## config.mk

```make
export PLATFORM = sky130hd
export DESIGN_NAME = slot_tick_divider
export DESIGN_NICKNAME = d
export VERILOG_FILES = /design/src/rtl/slot_tick_pkg.sv /design/src/rtl/slot_tick_oddcnt.sv /design/src/rtl/slot_tick_pow2cnt.sv /design/src/rtl/slot_tick_divider.sv
export SDC_FILE = /design/constraint.sdc
export NUM_CORES = 1
export LEC_CHECK = 0
export ABC_CLOCK_PERIOD_IN_PS = 5600
export BUFFER_PORTS_ARGS = -buffer_cell sky130_fd_sc_hd__buf_2
export CAP_MARGIN = 20
export CORE_ASPECT_RATIO = 0.75
export CORE_MARGIN = 10
export CORE_UTILIZATION = 44
export DETAILED_ROUTE_END_ITERATION = 7
export SETUP_SLACK_MARGIN = 0.5
export SYNTH_ARGS = -nofsm -noshare
export SYNTH_HDL_FRONTEND = slang
export SYNTH_SLANG_ARGS = --single-unit
```

## constraint.sdc

```tcl
create_clock -name clk -period 5.6 [get_ports clk]
set_clock_uncertainty 0.2 [all_clocks]
set_input_delay 0.28 -clock clk [delete_from_list [all_inputs] [get_ports clk]]
set_output_delay 0.28 -clock clk [all_outputs]
set_load 0.05 [all_outputs]
```

## src/rtl/slot_tick_pkg.sv

```systemverilog
package slot_tick_pkg;
  localparam int unsigned SEL_W_DEF = 2;
  localparam int unsigned EXP_W_DEF = 3;

  // Last count value of the odd pre-divider for a selector value.
  function automatic int unsigned pre_last(input int unsigned sel);
    return 2 * sel;
  endfunction

  // Terminal count of the power-of-two stage for exponent n.
  function automatic int unsigned pow_last(input int unsigned n);
    return (32'd1 << n) - 32'd1;
  endfunction
endpackage

```

## src/rtl/slot_tick_oddcnt.sv

```systemverilog
module slot_tick_oddcnt #(
  parameter int unsigned SEL_W = 2,
  localparam int unsigned CNT_W = SEL_W + 1
) (
  input  logic             clk,
  input  logic             rst,
  input  logic             clear,
  input  logic             enable,
  input  logic [SEL_W-1:0] sel,
  output logic [CNT_W-1:0] cnt,
  output logic             wrap
);
  logic [CNT_W-1:0] last;

  always_comb begin
    last = CNT_W'(slot_tick_pkg::pre_last(int'(sel)));
    wrap = enable && (cnt == last);
  end

  always_ff @(posedge clk) begin
    if (rst || clear || !enable) cnt <= '0;
    else if (wrap)               cnt <= '0;
    else                         cnt <= cnt + 1'b1;
  end
endmodule

```

## src/rtl/slot_tick_pow2cnt.sv

```systemverilog
module slot_tick_pow2cnt #(
  parameter int unsigned EXP_W = 3,
  localparam int unsigned CNT_W = (1 << EXP_W) - 1
) (
  input  logic             clk,
  input  logic             rst,
  input  logic             clear,
  input  logic             enable,
  input  logic             step,
  input  logic [EXP_W-1:0] expo,
  output logic             wrap
);
  logic [CNT_W-1:0] cnt;
  logic [CNT_W-1:0] last;

  always_comb begin
    last = CNT_W'(slot_tick_pkg::pow_last(int'(expo)));
    wrap = enable && step && (cnt == last);
  end

  always_ff @(posedge clk) begin
    if (rst || clear || !enable) cnt <= '0;
    else if (step)               cnt <= wrap ? '0 : cnt + 1'b1;
  end
endmodule

```

## src/rtl/slot_tick_divider.sv

```systemverilog
module slot_tick_divider #(
  parameter int unsigned SEL_W = slot_tick_pkg::SEL_W_DEF,
  parameter int unsigned EXP_W = slot_tick_pkg::EXP_W_DEF,
  localparam int unsigned CODE_W = SEL_W + EXP_W,
  localparam int unsigned PRE_W  = SEL_W + 1
) (
  input  logic              clk,
  input  logic              rst,
  input  logic              load,
  input  logic [CODE_W-1:0] div_in,
  output logic              tick
);
  logic [CODE_W-1:0] div_q;
  logic              active;
  logic [PRE_W-1:0]  pre_cnt;
  logic              pre_wrap;
  logic              pow_wrap;

  always_ff @(posedge clk) begin
    if (rst)       div_q <= '0;
    else if (load) div_q <= div_in;
  end

  assign active = (div_q != '0);

  slot_tick_oddcnt #(.SEL_W(SEL_W)) u_pre (
    .clk    (clk),
    .rst    (rst),
    .clear  (load),
    .enable (active),
    .sel    (div_q[SEL_W-1:0]),
    .cnt    (pre_cnt),
    .wrap   (pre_wrap)
  );

  slot_tick_pow2cnt #(.EXP_W(EXP_W)) u_pow (
    .clk    (clk),
    .rst    (rst),
    .clear  (load),
    .enable (active),
    .step   (pre_wrap),
    .expo   (div_q[CODE_W-1:SEL_W]),
    .wrap   (pow_wrap)
  );

  assign tick = pow_wrap;
endmodule

```

Yosys cells after proc, flatten, opt, wreduce, memory -nomap -nowiden
Index checks and enable logic that the tools add are counted.

word-level totals
  bits in read-only memories = 0
  bits in writable memories = 0
  input port bits = 8
  memories = 0
  logic and storage cells = 18
  register bits = 15
  latch bits = 0
  output and inout bits = 1

operators by class
  $add $sub $neg = 3
  muxes and demuxes = 1
  equal/unequal tests = 2
  order comparisons = 0
  bitwise operators = 0
  divide/modulo/power cells = 0
  reduce and logical (&&, ||, !) cells = 8
  shifts and indexed selects = 1
  multiply operators = 0

operators by type and width
  kind                                                                number
  7-bit by 1-bit adder with 7-bit output, second input constant       1
  7-bit == test                                                       1
  7-bit two-way mux                                                   1
  1-bit by 3-bit << shifter with 7-bit output, first input constant   1
  7-bit by 1-bit subtractor with 7-bit output, second input constant  1
  5-bit nonzero test                                                  1
  3-bit by 1-bit adder with 3-bit output, second input constant       1
  3-bit == test                                                       1
  1-bit logical AND                                                   3
  1-bit logical OR                                                    2
  2-bit OR reduction                                                  1
  1-bit logical NOT                                                   1

Logic depth before layout (Yosys ltp)
  word-level depth = 5
  mapped depth = 9

By module
A second synthesis with hierarchy kept.

second synthesis, totals
  cells, all modules = 92
  area total of the unflattened synthesis = 848.3 µm²

by module, submodules not included
  module             area each (µm²)  seq. area each (µm²)  times used  cells each
  slot_tick_pow2cnt  514.2            140.1                 1           59
  slot_tick_divider  192.7            100.1                 1           19
  slot_tick_oddcnt   141.4            60.1                  1           14

Least setup slack after synthesis
No wires, ideal clock.

  kind = reg2reg
  start point = register div_q[2]
  end point = register u_pow.cnt[0]
  data arrival time = 2435 ps
  buffers on the path = 1
  period minus slack after synthesis = 2778 ps
  cell stages (with the launch flop) = 10
  slack = 2822 ps
  cell sequence = dfxtp_1 buf_6 nor3_1 inv_1 ha_1 and2b_1 nor4b_1 o311ai_1 a31oi_4 o32ai_1

on the way
  longest elaborated chain between the ends = 5

RTL lines
  what                                                                               RTL line                                      source
  start: declaration                                                                 slot_tick_divider.sv:13                       logic [CODE_W-1:0] div_q;
  start signal: assignment                                                           slot_tick_divider.sv:21                       else if (load) div_q <= div_in;
  1-bit by 3-bit << shifter with 7-bit output or 5-bit nonzero test (tied branches)  slot_tick_pkg.sv:12, slot_tick_divider.sv:24
  7-bit by 1-bit subtractor with 7-bit output or 1-bit logical AND (tied branches)   slot_tick_pkg.sv:12, slot_tick_oddcnt.sv:17
  7-bit == test or 1-bit logical AND (tied branches)                                 slot_tick_pow2cnt.sv:18                       wrap = enable && step && (cnt == last);
  1-bit logical AND *                                                                slot_tick_pow2cnt.sv:18
  named net tick                                                                     slot_tick_divider.sv:11                       output logic tick
  7-bit two-way mux *                                                                slot_tick_pow2cnt.sv:23                       else if (step) cnt <= wrap ? '0 : cnt + 1'b1;
  end signal: assignment                                                             slot_tick_pow2cnt.sv:23
  end: declaration                                                                   slot_tick_pow2cnt.sv:13                       logic [CNT_W-1:0] cnt;

Mark *: on every way through the listed nets, which the timed path passes. The rest lies on a longest branch.
A chain may end at the register's enable or synchronous reset.

Final worst setup path
  start point = register div_q[3]
  end point = output port tick

on the way
  longest elaborated chain between the ends = 4

RTL lines
  what                                                                               RTL line
  1-bit by 3-bit << shifter with 7-bit output or 5-bit nonzero test (tied branches)  slot_tick_pkg.sv:12, slot_tick_divider.sv:24
  7-bit by 1-bit subtractor with 7-bit output or 1-bit logical AND (tied branches)   slot_tick_pkg.sv:12, slot_tick_oddcnt.sv:17
  7-bit == test or 1-bit logical AND (tied branches)                                 slot_tick_pow2cnt.sv:18
  1-bit logical AND *                                                                slot_tick_pow2cnt.sv:18
  end: declaration                                                                   slot_tick_divider.sv:11

Every way passes the cells marked *; elsewhere a longest branch is shown, timed or not.

==> flow_summary.toml <==
[run_status]
status = "complete, no violations"

[detailed_routing]
routedWlPerCell_um = 13.90
initialDrtViolationCount = 14
viasPerCell = 5.481
num_vias = 707
wl_um = 1793
drtAntennaViolNets = 0
drc = 0
first_pass_iters = 4

[die]
ios = 9
die_width_um = 72.43
initial_core_util_pct = 45.83
std_cell_rows = 14
die-area_mm2 = 0.004297
dieHeight_um = 59.32
coreArea_mm2 = 0.001979

[timing]
finalCritPeriodShare_pct = 61.32
setup_tns_ns = 0
hold_viol_final = 0
fin_crit_ns = 3.434
fmax_mhz = 291.2
setup_viol = 0
rsz0062_at_grt = "no"
slew_viol_final = 0
tightest_slew_ns = 0.6103
relSlewSlack_pct = 59.00

[cells_and_area]
antenna_cells = 0
regArea_um2 = 300.3
final_nets = 117
fillCellCount = 197
area_delta_synth_final_pct = 7.310
drive_above_1_share_pct = 18.10
multi_input_area_um2 = 561.8

[synth]
yosys.area.top_type = "dfxtp_1"
synth.distinct_cells = 34
syn_area_per_cell_um2 = 9.256
synth_top_area_share_pct = 33.10
yosysWarnings = 0
synth_cells = 98
syn-num-nets = 109
synth_area_um2 = 907.1
ys_ff_latch = 15
ys_seq_area_share_pct = 33.10
netlist_top_cells_area = "dfxtp_1 (33%), xor2_1 (7.7%), mux2i_1 (5.5%)"

[worst_setup_path]
slowest_stage = "nor3_1"
end_kind = "output port"
path_class = "flop to output port"
max_stage_delay_ns = 0.47
critPathRequiredTime_ns = 5.12
startpoint_type = "flop"
path_max_fanout = 12
crit_chain = "nor3_1 -> inv_1 -> ha_1 -> and2b_1 -> nor4b_1 -> o311ai_1 -> a31oi_4 -> buf_2"
critPathArrivalTime_ns = 2.95

[grt]
grtUsageTotal_pct = 8.571
grt_pass1_vias = 638
use_met3_pct = 4.020
antenna_found_initial = 0
top_usage_layer = "met2"
grt_pass1_wl_um = 2856
grtUsageMet2_pct = 13.20
overflow = 0
grt_max_degree = 13
grtUsageMet1_pct = 10.15

[pwr]
finalPower_uw = 224.7
ir_drop_uv = 145.6
p_leak_uw = 0.0003837
powerDensity_mw_per_mm2 = 230.9

[clock_network]
hold_buffers = 0
cts_setup_buffers = 0
cts.sinks = 15
cts_max_path_buffers = 2
cts_tree = "yes"
root_buffer = "clkbuf_4"
numCtsBuffers = 3
cts_resized = 0
htreeDepth = 1
clock_latency_ns = 0.30
clk_pin_slew_worst_paths_ns = 0.10

[placement]
place_hpwl_um = 1377
portBuffers = 8
gp_congestion = 0.7671

[hold_path]
hold_class = "primary input to flop"

[job]
cap_viol_max_count = 0
Yosys cell counts:
cell       instances
a211o_1            1
dfxtp_1           15
o32ai_1            1
o311ai_1           1
nand3b_1           1
nor4b_1            1
nand4_1            4
and3_1             2
inv_1              3
mux2i_1            5
or4_4              1
nor2_1            11
xor2_1             8
and2b_1            1
a21oi_1            1
and2_1             3
and4_1             1
ha_1               3
o31ai_1            2
buf_6              2
nor4bb_1           1
o2111ai_2          1
nor3_1             7
clkbuf_1           3
a31oi_4            1
a32oi_1            1
nor3b_1            1
a21oi_2            1
o22ai_1            1
a2111oi_4          1
nand2_1            6
or2_2              2
xnor2_1            4
nor2b_1            1
worst max-delay path, delay by kind of cell (launching register included):
| family | cells | cell delay, ns |
|---|---|---|
| buffers and inverters | 2 | 0.42 |
| AND/OR/NAND/NOR | 3 | 1.00 |
| flip-flops | 1 | 0.42 |
| AO/OA/AOI/OAI | 2 | 0.53 |
| adder cells (fa/ha/maj) | 1 | 0.28 |
through the flow:
step	worst slack [ns]	hold WS (ns)	util (%)	instance area (µm²)	std cells
floorplan	2.822	0.1524	-	907.1	98
global placement	2.615	0.2719	47.66	943.4	125
detailed placement	2.491	0.3179	47.66	943.4	125
CTS	2.156	0.009462	49.18	973.4	129
global route	1.965	0.002045	49.18	973.4	129
finish	2.166	0.01348	49.18	973.4	129
power by group:
group | leakage, µW | internal [µW] | switching (µW)
clock network | 0.0000139 | 27.2 | 38.6
logic | 0.000248 | 19.3 | 24.2
registers | 0.000122 | 110 | 5.69
total | 0.000384 | 156 | 68.5
cell families after synthesis:
| logic type | share of synthesized area [%] |
|---|---|
| compound gates | 14.76 |
| mux | 5.517 |
| simple gates | 25.93 |
| flops | 33.10 |
| buf+inv | 4.965 |
| fa+ha+maj | 4.138 |
| xor+xnor | 11.59 |
sequential cells by signal (all words and copies together), names as in the netlist:
name	cells
u_pow.cnt	7
u_pre.cnt	3
div_q	5
layer usage:
layer / vias up / wire length [µm]
met5: - / 0
met4: 0 / 27
met3: 4 / 57
met2: 6 / 803
met1: 332 / 905
li1: 365 / -
layout by cell type (no fill, tap or decap):
master       n
o311ai_1     1
a32oi_1      1
o2111ai_2    1
clkinvlp_4   1
or2_2        2
nand4_1      4
xor2_1       8
and2_1       3
mux2i_1      5
inv_1        3
ha_1         3
a21oi_1      1
a21oi_2      1
and2b_1      1
clkbuf_4     3
nor4bb_1     1
nand3b_1     1
or4_4        1
nand2_1      6
dfxtp_1     15
nor3_1       7
nor2b_1      1
a211o_1      1
a2111oi_4    1
xnor2_1      4
a31oi_4      1
o31ai_1      2
nor4b_1      1
o32ai_1      1
and3_1       2
nor3b_1      1
and4_1       1
buf_2        8
nor2_1      11
o22ai_1      1
path summary, 6_finish.rpt:
| check | start | to | slack (ns) | cells after the start |
|---|---|---|---|---|
| min reg2reg | u_pre.cnt[0] | u_pre.cnt[0] | 0.33 | 1 |
| max | div_q[3] | tick | 2.17 | 8 |
| max reg2reg | div_q[3] | u_pow.cnt[0] | 2.82 | 8 |
| min | rst | div_q[0] | 0.01 | 2 |
layout make-up:
| class | count | share of cell area [%] |
|---|---|---|
| repair buffers | 8 | 4.113 |
| clock inverters | 1 | 0.7712 |
| inverters | 3 | 1.157 |
| well taps | 24 | 3.085 |
| clock buffers | 3 | 2.314 |
| flip-flops and latches | 15 | 30.85 |
| multi-input cells | 75 | 57.71 |
Power figures use the tool's default switching activity.
